## config.mk

```make
export PLATFORM = sky130hd
export DESIGN_NAME = iotc_cache
export DESIGN_NICKNAME = d
export VERILOG_FILES = /design/src/rtl/iotc_pkg.sv /design/src/rtl/iotc_tag_derive.sv /design/src/rtl/iotc_match.sv /design/src/rtl/iotc_victim.sv /design/src/rtl/iotc_cache.sv
export SDC_FILE = /design/constraint.sdc
export NUM_CORES = 2
export LEC_CHECK = 0
export BUFFER_PORTS_ARGS = -buffer_cell sky130_fd_sc_hd__buf_2
export CORE_ASPECT_RATIO = 2
export CORE_MARGIN = 2
export CORE_UTILIZATION = 66
export CTS_CLUSTER_SIZE = 12
export DETAILED_ROUTE_END_ITERATION = 6
export HOLD_SLACK_MARGIN = 0.1
export PLACE_DENSITY = 0.95
export SLEW_MARGIN = 20
export SYNTH_ARGS = -nofsm -noshare
export SYNTH_HDL_FRONTEND = slang
export SYNTH_SLANG_ARGS = --single-unit
```

## constraint.sdc

```tcl
create_clock -name clk -period 8.25 [get_ports clk]
set_clock_uncertainty 0.05 [all_clocks]
set_input_delay 1.65 -clock clk [delete_from_list [all_inputs] [get_ports clk]]
set_output_delay 1.65 -clock clk [all_outputs]
set_load 0.005 [all_outputs]
```

## src/rtl/iotc_pkg.sv

```systemverilog
package iotc_pkg;
    typedef enum logic [1:0] {
        TAG_BYPASS = 2'd0,
        TAG_SINGLE = 2'd1,
        TAG_GONLY  = 2'd2,
        TAG_NESTED = 2'd3
    } iotc_tag_e;
endpackage

```

## src/rtl/iotc_tag_derive.sv

```systemverilog
module iotc_tag_derive
    import iotc_pkg::*;
#(
    parameter int MODE_W = 4
) (
    input  logic [MODE_W-1:0] s1_mode_i,
    input  logic [MODE_W-1:0] s2_mode_i,
    output iotc_tag_e         tag_o
);
    logic s1_on, s2_on;
    assign s1_on = |s1_mode_i;
    assign s2_on = |s2_mode_i;

    always_comb begin
        unique case ({s1_on, s2_on})
            2'b00:   tag_o = TAG_BYPASS;
            2'b10:   tag_o = TAG_SINGLE;
            2'b01:   tag_o = TAG_GONLY;
            default: tag_o = TAG_NESTED;
        endcase
    end
endmodule

```

## src/rtl/iotc_match.sv

```systemverilog
module iotc_match
    import iotc_pkg::*;
#(
    parameter int ENTRIES = 8,
    parameter int VPN_W   = 44,
    parameter int GSCID_W = 16,
    parameter int PSCID_W = 20,
    parameter int PERM_W  = 2
) (
    input  logic [VPN_W-1:0]   ent_vpn_i   [ENTRIES],
    input  logic [GSCID_W-1:0] ent_gscid_i [ENTRIES],
    input  logic [PSCID_W-1:0] ent_pscid_i [ENTRIES],
    input  iotc_tag_e          ent_tag_i   [ENTRIES],
    input  logic [PERM_W-1:0]  ent_perm_i  [ENTRIES],
    input  logic [VPN_W-1:0]   lkp_vpn_i,
    input  logic [GSCID_W-1:0] lkp_gscid_i,
    input  logic [PSCID_W-1:0] lkp_pscid_i,
    input  iotc_tag_e          lkp_tag_i,
    input  logic               inv_valid_i,
    input  logic               inv_use_g_i,
    input  logic               inv_use_p_i,
    input  logic               inv_use_v_i,
    input  logic [VPN_W-1:0]   inv_vpn_i,
    input  logic [GSCID_W-1:0] inv_gscid_i,
    input  logic [PSCID_W-1:0] inv_pscid_i,
    input  iotc_tag_e          inv_tag_i,
    output logic [ENTRIES-1:0] lkp_hit_o,
    output logic [ENTRIES-1:0] inv_hit_o
);
    for (genvar e = 0; e < ENTRIES; e++) begin : g_ent
        logic live;
        assign live = ent_perm_i[e] != '0;
        assign lkp_hit_o[e] = live
                           && (ent_tag_i[e]   == lkp_tag_i)
                           && (ent_gscid_i[e] == lkp_gscid_i)
                           && (ent_pscid_i[e] == lkp_pscid_i)
                           && (ent_vpn_i[e]   == lkp_vpn_i);
        assign inv_hit_o[e] = inv_valid_i && live
                           && (ent_tag_i[e] == inv_tag_i)
                           && (!inv_use_g_i || ent_gscid_i[e] == inv_gscid_i)
                           && (!inv_use_p_i || ent_pscid_i[e] == inv_pscid_i)
                           && (!inv_use_v_i || ent_vpn_i[e]   == inv_vpn_i);
    end
endmodule

```

## src/rtl/iotc_victim.sv

```systemverilog
module iotc_victim #(
    parameter int ENTRIES = 8,
    localparam int IDX_W  = $clog2(ENTRIES)
) (
    input  logic               clk,
    input  logic               rst_n,
    input  logic [ENTRIES-1:0] free_i,
    input  logic               fill_i,
    output logic [IDX_W-1:0]   victim_o
);
    logic             free_found;
    logic [IDX_W-1:0] free_idx;
    logic [IDX_W-1:0] rr_q;

    always_comb begin
        free_found = 1'b0;
        free_idx   = '0;
        for (int i = ENTRIES - 1; i >= 0; i--) begin
            if (free_i[i]) begin
                free_found = 1'b1;
                free_idx   = IDX_W'(i);
            end
        end
    end

    assign victim_o = free_found ? free_idx : rr_q;

    always_ff @(posedge clk) begin
        if (!rst_n) begin
            rr_q <= '0;
        end else if (fill_i && !free_found) begin
            rr_q <= (rr_q == IDX_W'(ENTRIES - 1)) ? '0 : rr_q + 1'b1;
        end
    end
endmodule

```

## src/rtl/iotc_cache.sv

```systemverilog
module iotc_cache
    import iotc_pkg::*;
#(
    parameter int ENTRIES    = 8,
    parameter int VPN_W      = 44,
    parameter int PPN_W      = 44,
    parameter int GSCID_W    = 16,
    parameter int PSCID_W    = 20,
    parameter int PERM_W     = 2,
    parameter int MODE_W     = 4,
    parameter int PAGE_SHIFT = 12,
    localparam int IDX_W     = $clog2(ENTRIES),
    localparam int PA_W      = PPN_W + PAGE_SHIFT
) (
    input  logic               clk,
    input  logic               rst_n,
    input  logic               lkp_valid,
    input  logic [VPN_W-1:0]   lkp_vpn,
    input  logic [GSCID_W-1:0] lkp_gscid,
    input  logic [PSCID_W-1:0] lkp_pscid,
    input  logic [MODE_W-1:0]  lkp_s1_mode,
    input  logic [MODE_W-1:0]  lkp_s2_mode,
    input  logic               fill_valid,
    input  logic [VPN_W-1:0]   fill_vpn,
    input  logic [GSCID_W-1:0] fill_gscid,
    input  logic [PSCID_W-1:0] fill_pscid,
    input  logic [MODE_W-1:0]  fill_s1_mode,
    input  logic [MODE_W-1:0]  fill_s2_mode,
    input  logic [PPN_W-1:0]   fill_ppn,
    input  logic [PERM_W-1:0]  fill_perm,
    input  logic               inv_valid,
    input  logic               inv_match_gscid,
    input  logic               inv_match_pscid,
    input  logic               inv_match_vpn,
    input  logic [GSCID_W-1:0] inv_gscid,
    input  logic [PSCID_W-1:0] inv_pscid,
    input  logic [VPN_W-1:0]   inv_vpn,
    input  logic [1:0]         inv_tag,
    output logic               rsp_valid,
    output logic               rsp_hit,
    output logic [PERM_W-1:0]  rsp_perm,
    output logic [PA_W-1:0]    rsp_pa
);
    logic [VPN_W-1:0]   vpn_q   [ENTRIES];
    logic [PPN_W-1:0]   ppn_q   [ENTRIES];
    logic [GSCID_W-1:0] gscid_q [ENTRIES];
    logic [PSCID_W-1:0] pscid_q [ENTRIES];
    iotc_tag_e          tag_q   [ENTRIES];
    logic [PERM_W-1:0]  perm_q  [ENTRIES];

    iotc_tag_e          lkp_tag, fill_tag;
    logic [ENTRIES-1:0] lkp_hit_vec, inv_hit_vec, free_vec, eff_hit_vec;
    logic [IDX_W-1:0]   victim;

    logic               rsp_valid_q, rsp_hit_q;
    logic [PERM_W-1:0]  rsp_perm_q;
    logic [PPN_W-1:0]   rsp_ppn_q;

    iotc_tag_derive #(.MODE_W(MODE_W)) lkp_tag_i (
        .s1_mode_i(lkp_s1_mode), .s2_mode_i(lkp_s2_mode), .tag_o(lkp_tag));
    iotc_tag_derive #(.MODE_W(MODE_W)) fill_tag_i (
        .s1_mode_i(fill_s1_mode), .s2_mode_i(fill_s2_mode), .tag_o(fill_tag));

    iotc_match #(
        .ENTRIES(ENTRIES), .VPN_W(VPN_W), .GSCID_W(GSCID_W),
        .PSCID_W(PSCID_W), .PERM_W(PERM_W)
    ) match_i (
        .ent_vpn_i(vpn_q), .ent_gscid_i(gscid_q), .ent_pscid_i(pscid_q),
        .ent_tag_i(tag_q), .ent_perm_i(perm_q),
        .lkp_vpn_i(lkp_vpn), .lkp_gscid_i(lkp_gscid), .lkp_pscid_i(lkp_pscid),
        .lkp_tag_i(lkp_tag),
        .inv_valid_i(inv_valid), .inv_use_g_i(inv_match_gscid),
        .inv_use_p_i(inv_match_pscid), .inv_use_v_i(inv_match_vpn),
        .inv_vpn_i(inv_vpn), .inv_gscid_i(inv_gscid), .inv_pscid_i(inv_pscid),
        .inv_tag_i(iotc_tag_e'(inv_tag)),
        .lkp_hit_o(lkp_hit_vec), .inv_hit_o(inv_hit_vec)
    );

    for (genvar e = 0; e < ENTRIES; e++) begin : g_free
        assign free_vec[e] = perm_q[e] == '0;
    end

    iotc_victim #(.ENTRIES(ENTRIES)) victim_i (
        .clk(clk), .rst_n(rst_n), .free_i(free_vec),
        .fill_i(fill_valid), .victim_o(victim));

    // invalidation in the same cycle suppresses the hit
    assign eff_hit_vec = lkp_hit_vec & ~inv_hit_vec;

    // entry storage: invalidation clears, fill writes its slot afterwards
    always_ff @(posedge clk) begin
        if (!rst_n) begin
            for (int e = 0; e < ENTRIES; e++) begin
                perm_q[e]  <= '0;
                vpn_q[e]   <= '0;
                ppn_q[e]   <= '0;
                gscid_q[e] <= '0;
                pscid_q[e] <= '0;
                tag_q[e]   <= TAG_BYPASS;
            end
        end else begin
            for (int e = 0; e < ENTRIES; e++) begin
                if (inv_hit_vec[e]) begin
                    perm_q[e] <= '0;
                end
                if (fill_valid && victim == IDX_W'(e)) begin
                    perm_q[e]  <= fill_perm;
                    vpn_q[e]   <= fill_vpn;
                    ppn_q[e]   <= fill_ppn;
                    gscid_q[e] <= fill_gscid;
                    pscid_q[e] <= fill_pscid;
                    tag_q[e]   <= fill_tag;
                end
            end
        end
    end

    // response register
    always_ff @(posedge clk) begin
        if (!rst_n) begin
            rsp_valid_q <= 1'b0;
            rsp_hit_q   <= 1'b0;
            rsp_perm_q  <= '0;
            rsp_ppn_q   <= '0;
        end else begin
            rsp_valid_q <= lkp_valid;
            rsp_hit_q   <= 1'b0;
            rsp_perm_q  <= '0;
            rsp_ppn_q   <= '0;
            if (lkp_valid) begin
                for (int e = ENTRIES - 1; e >= 0; e--) begin
                    if (eff_hit_vec[e]) begin
                        rsp_hit_q  <= 1'b1;
                        rsp_perm_q <= perm_q[e];
                        rsp_ppn_q  <= ppn_q[e];
                    end
                end
            end
        end
    end

    assign rsp_valid = rsp_valid_q;
    assign rsp_hit   = rsp_hit_q;
    assign rsp_perm  = rsp_perm_q;
    assign rsp_pa    = {rsp_ppn_q, {PAGE_SHIFT{1'b0}}};
endmodule

```

==> summary by stage, run 1 <==
Status
The run stopped with a tool error. The stage where the run ended is global routing. The tool reported: "[ERROR GRT-0116] Global routing finished with congestion. Check the congestion regions in the DRC Viewer".

Synth
The area share of the leading cell type in the synthesized netlist is 24.95%. In the synthesized netlist the dominant register cell turns out to be sky130_fd_sc_hd__dfxtp_1. Counting flops and latches in the post-synthesis netlist gives 1075. After synthesis, the mean cell area works out to 8.877 µm². The post-synthesis cell area is 0.05801 mm². The total of warnings raised by yosys is 0.

The proportion of register bits with asynchronous set or reset after synthesis is 0%. Sorting the synthesized cells by area gives the leading types as sky130_fd_sc_hd__dfxtp_1 (25%), sky130_fd_sc_hd__edfxtp_1 (18%), sky130_fd_sc_hd__xnor2_1 (9.3%), sky130_fd_sc_hd__nand2_1 (8.9%), sky130_fd_sc_hd__a21boi_0 (8.5%). Yosys mapped a number of flops with a built-in enable equal to 352. Of the synthesized area, sequential elements account for 43.17%. In the post-synthesis netlist, the cell with the most instances is sky130_fd_sc_hd__nand2_1. Synthesis produced a netlist whose cell count is 6535. The count of different cell masters after synthesis is 67. The commonest cells after synthesis are sky130_fd_sc_hd__nand2_1 (1383), sky130_fd_sc_hd__dfxtp_1 (723), sky130_fd_sc_hd__a21boi_0 (658). The largest total area in the synthesized netlist belongs to sky130_fd_sc_hd__dfxtp_1.

Placed design
The instance area at placement is 0.05941 mm². At the end of routability-driven placement, the weighted congestion stood at 1.882. The placed wire-length estimate after detailed placement is 210.7 mm.

The count of port buffers added during placement is 359.

Clocking
The number of buffers added to fix hold violations after cts is 0. The number of clock buffers added by TritonCTS is 100. Clock tree synthesis found a total of 1075 sinks. The clock root buffer master is sky130_fd_sc_hd__clkbuf_16. The H-tree level count is 3.

The maximum number of buffers from clock root to sink is 3. After clock tree synthesis, the setup repair step added 0 buffers. Post-CTS repair changed the size of 0 cells.

Global route
The global-route wire length before repair is 512.5 mm. For this run the aggregate overflow at the end of global routing stands at 4542. Entering global routing, the biggest net connects 259 pins.

The total routing usage reported by global routing is 79.63%. The via count of the first global-routing pass is 64150.

Floorplanning
The die is 423.3 µm tall. The row count is 153. In this run the count of I/O pins placed on the die edge is 372.

The starting density of the core is 66.60%. In this run the horizontal extent of the chip is 213.6 µm.
[routing by layer]
metal  GRT overflow  global-route usage, %
met4           1054                  80.05
met2           2839                  97.75
met5             25                  47.89
met3            270                  65.24
met1            354                  75.39
[metrics by stage]
step,hold WS (ns),instances,worst slack [ns]
after detailed placement,0.4513,7527,2.034
after floorplan,0.4110,6546,3.632
after CTS,0.4596,7676,2.791
after global placement,0.4273,7527,2.214
[logic make-up after synthesis]
family          count (synthesis)  synth area share, %
buf+inv                       788                5.668
fa+ha+maj                       2              0.04313
mux                            88                1.518
simple gates                 2394                18.75
xor+xnor                     1097                16.56
compound gates               1090                14.28
flops                        1075                43.17
other cells                     1             0.006464
==> inputs of run 2 (changes only) <==
--- a/config.mk
+++ b/config.mk
@@ -6,13 +6,10 @@
 export NUM_CORES = 2
 export LEC_CHECK = 0
 export BUFFER_PORTS_ARGS = -buffer_cell sky130_fd_sc_hd__buf_2
-export CORE_ASPECT_RATIO = 2
 export CORE_MARGIN = 2
-export CORE_UTILIZATION = 66
-export CTS_CLUSTER_SIZE = 12
+export CORE_UTILIZATION = 40
 export DETAILED_ROUTE_END_ITERATION = 6
-export HOLD_SLACK_MARGIN = 0.1
-export PLACE_DENSITY = 0.95
+export PLACE_DENSITY_LB_ADDON = 0.15
 export SLEW_MARGIN = 20
 export SYNTH_ARGS = -nofsm -noshare
 export SYNTH_HDL_FRONTEND = slang
==> run 2 against run 1 <==
Effect of this change: the run now ends clean; synthesized cell count stayed put; synthesized area is the same.
==> summary by stage, run 2 <==
Global route
The routing layer with the top usage in global route is met2. The initial antenna violation count is 34. In the global route stage, overall resource usage came out at 47.50%. The via count of the first global-routing pass is 49330.

In the global route stage, met2 resource usage came out at 70.13%. In the global route stage, met3 resource usage came out at 12.27%. The global-route wire length before repair is 468.6 mm.

Entering global routing, the biggest net connects 215 pins. Global routing consumed, on the met1 layer, 60.13% of the routing resources. The leftover overflow at the end of global routing is 0.

STA
The final setup violation count is 0. The transition at the pin with the smallest max-transition slack is 1.310 ns. The upper clock frequency limit is 0.1620 GHz. The total count of max-transition violations in the final report is 0.

Headroom to the max-slew limit came out at 12.03%. The number of hold-slack violations in the final timing report is 0. In the finished design, the share of the clock period the worst path needs comes to 74.83%. Across all hold checks on the routed design, the worst slack comes to 0.4600 ns. Adding up every negative setup slack in the final design gives 0 ns. Setup repair after global routing left no endpoint under its margin. For the finished layout, the period the worst path requires is 6.174 ns.

Clocking
Counting the buffers created by CTS gives 117. The CTS tree is done. Counting every sink on the clock net gives 1075.

After clock tree synthesis, the clock-pin slew on the worst setup and hold paths is 0.06 ns. The clock passes through at most 3 buffers. The number of buffers added to fix hold violations after cts is 0. For the worst-skew pair, the clock arrives at the later sink with an insertion delay of 0.77 ns. The post-cts repair resize count is 0. The H-tree level count is 3.

The clock root buffer master is sky130_fd_sc_hd__clkbuf_16. The count of buffers added by post-CTS timing repair for setup is 0.

Power and ir drop
The sequential power share is 45.5%. In this run the power spent charging and discharging nets is 3.746 mW. Net switching is 29.26% of the power. Of the total power, combinational logic draws 12.5%.

The internal power is 9.054 mW. The leakage component of the power is 23.28 nW. IR analysis of the VDD net gives a maximum drop of 0.1840 mV. The total power of the final layout is 12.80 mW.

The clock network burns 42.0% of the power. For this design the ratio of total power to cell area is 197.8 mW/mm².

Final layout
The library cell used most frequently in the layout, excluding fill and tap cells, is sky130_fd_sc_hd__nand2_1. In the layout the commonest cells are sky130_fd_sc_hd__nand2_1 (1372), sky130_fd_sc_hd__dfxtp_1 (723), sky130_fd_sc_hd__a21boi_0 (658). The non-filler instance count after layout is 8529. The flip-flop and latch area is 0.02504 mm². The count of nets after finishing is 6832.

The area of combinational cells with multiple inputs is 0.03013 mm². Relative to the synthesized area, the layout overhead comes to 11.54%. The filler cells instantiated in the layout total 14150. In the final layout, the share of cells above drive strength 1 is 10.59%.

In the final layout, the registers with the most flip-flops are ppn_q: 352 flops, vpn_q: 352 flops, pscid_q: 160 flops.

Placed design
Counting tap cells, the placed design contains a total of 8300 instances. Summed over all nets, the half-perimeter wirelength after detailed placement is 273.6 mm. In this run the tool buffered the top-level ports with 359 buffer cells. The global placement routability congestion is 1.206.

Synth
The area share of fa/ha/maj cells after synthesis is 0.04314%. Summing the sequential cell areas from Yosys gives 43.17% of the chip area. The library cell with the largest summed area after synthesis is sky130_fd_sc_hd__dfxtp_1. The most common cell in the netlist is sky130_fd_sc_hd__nand2_1. Sorting the synthesized cells by area gives the leading types as sky130_fd_sc_hd__dfxtp_1 (25%), sky130_fd_sc_hd__edfxtp_1 (18%), sky130_fd_sc_hd__xnor2_1 (9.3%), sky130_fd_sc_hd__nand2_1 (8.9%), sky130_fd_sc_hd__a21boi_0 (8.5%). The dominant combinational cell family by area after synthesis is simple AND/OR/NAND/NOR gates. The number of flops mapped to enable cells by yosys is 352. In the synthesized netlist the dominant register cell turns out to be sky130_fd_sc_hd__dfxtp_1. Sorting the synthesized cells by how often they occur yields sky130_fd_sc_hd__nand2_1 (1383), sky130_fd_sc_hd__dfxtp_1 (723), sky130_fd_sc_hd__a21boi_0 (658). The cell count after synthesis came out at 6535. After Yosys synthesis, XOR and XNOR cells account for 16.56% of the synthesized area. The simple logic cell fraction of the synthesized area is 18.75%.

The top cell type by area accounts for 24.95% of the synthesized area. Summing the areas of all compound-gate instances in the mapped netlist gives 14.28% of the synthesized area. The number of synthesized register bits is 1075. The netlist uses 67 different library cells. The total of warnings raised by yosys is 0.

The proportion of register bits with asynchronous set or reset after synthesis is 0%. Measured against the total synthesized area, the mux share comes to 1.518%. Dividing the synthesized area by the synthesized cell count gives 8.877 µm². The post-synthesis cell area is 0.05801 mm².

Floorplanning
The count of boundary I/O pins is 372. The starting density of the core is 40.33%. The row count is 139.

The height of the chip is 384.8 µm. The area of the placeable core is 0.1438 mm². The area of the die is 0.1481 mm². The floorplan step set the die width to 384.8 µm.

Routing
The first routing iteration left 8210 violations. The post-route antenna net violation count is 0. The sum of routed wire length over all layers is 360.3 mm. The number of design rule violations left after detail routing is 0. Using the TritonRoute via totals, the vias-per-cell ratio works out to 6.278. In the final routed layout, each cell accounts on average for 42.24 µm. The total number of vias is 53550. The number of iterations in the first detailed-routing pass is 6.

Worst setup path
Traced cell by cell, the critical path runs through buf_2 -> xnor2_1 -> nand4_1 -> nor2_1 -> nand4_1 -> nor4_2 -> nand2_4 -> mux2i_1 -> a311oi_1 -> a211oi_1. The worst setup path is launched from an input port. The most frequent cell on the critical path is sky130_fd_sc_hd__nand4_1.

For this run, the slowest stage of the critical path takes 1.09 ns. For flop-to-flop paths, the worst setup slack is 2.92 ns. The critical path in this run is classified as input port to flop. The required time of the worst setup path is 8.82 ns. The data arrival time of the worst path is 6.74 ns. The critical path's slowest cell is sky130_fd_sc_hd__xnor2_1. The sort of element at the end of the critical path is a flop. Of all nets on the critical path, the largest fanout is 47.

Min path
In this run the worst hold path is classified as flop to flop.

Status
The run finished with clean final reports.

Job
The max capacitance violation total is 0.
[run 2: cell counts after synthesis]
No cell type changed its count.
[run 2: logic make-up after synthesis]
kind of cell    Yosys count
compound gates         1090
xor+xnor               1097
fa+ha+maj                 2
buf+inv                 788
flops                  1075
mux                      88
other cells               1
simple gates           2394
[run 2: final cells by class]
| cell class | instances | area share [%] |
|---|---|---|
| timing repair buffer | 449 | 3.898 |
| inverter | 192 | 1.114 |
| sequential | 1075 | 38.71 |
| clock buffer | 178 | 5.322 |
| multi-input combinational | 4683 | 46.57 |
| antenna | 15 | 0.05801 |
| clock inverter | 34 | 0.6536 |
| tap | 1903 | 3.680 |
[run 2: worst paths after layout]
kind                   endpoint         from  depth (start not counted)
setup / recovery  rsp_ppn_q[31]  lkp_vpn[35]                         10
hold / removal       vpn_q[167]   vpn_q[167]                          2
setup reg to reg  rsp_ppn_q[31]   vpn_q[255]                          9
hold reg to reg      vpn_q[167]   vpn_q[167]                          2
[run 2: critical path: cells and delay by family]
family                 cells  cell delay, ns
buffers and inverters      1            0.29
AO/OA/AOI/OAI              2            0.50
AND/OR/NAND/NOR            5            2.82
XOR/XNOR                   1            1.09
multiplexers               1            0.29
[run 2: power groups by stage]
stage,clock network [mW],logic (mW),registers (mW)
global route,5.58,1.59,5.82
finish,5.37,1.60,5.83
detailed placement,0,1.50,5.93
CTS,5.40,1.51,5.81
floorplan,0,0.796,5.82
global placement,0,1.51,5.92
[run 2: per-stage QoR]
step	util [%]	setup WS, ns	cell area [µm²]
detailed placement	42.19	1.624	60680
finish	44.99	2.076	64700
floorplan	-	3.632	58050
global route	44.96	2.362	64670
CTS	44.88	2.407	64550
global placement	42.17	1.673	60650
[run 2: layer usage]
layer	wire, µm	vias up
met5	169	-
met4	31820	26
met3	38640	957
met2	150500	3843
met1	139100	26610
li1	-	22120
Note: power is estimated with default switching activity, not from simulation.
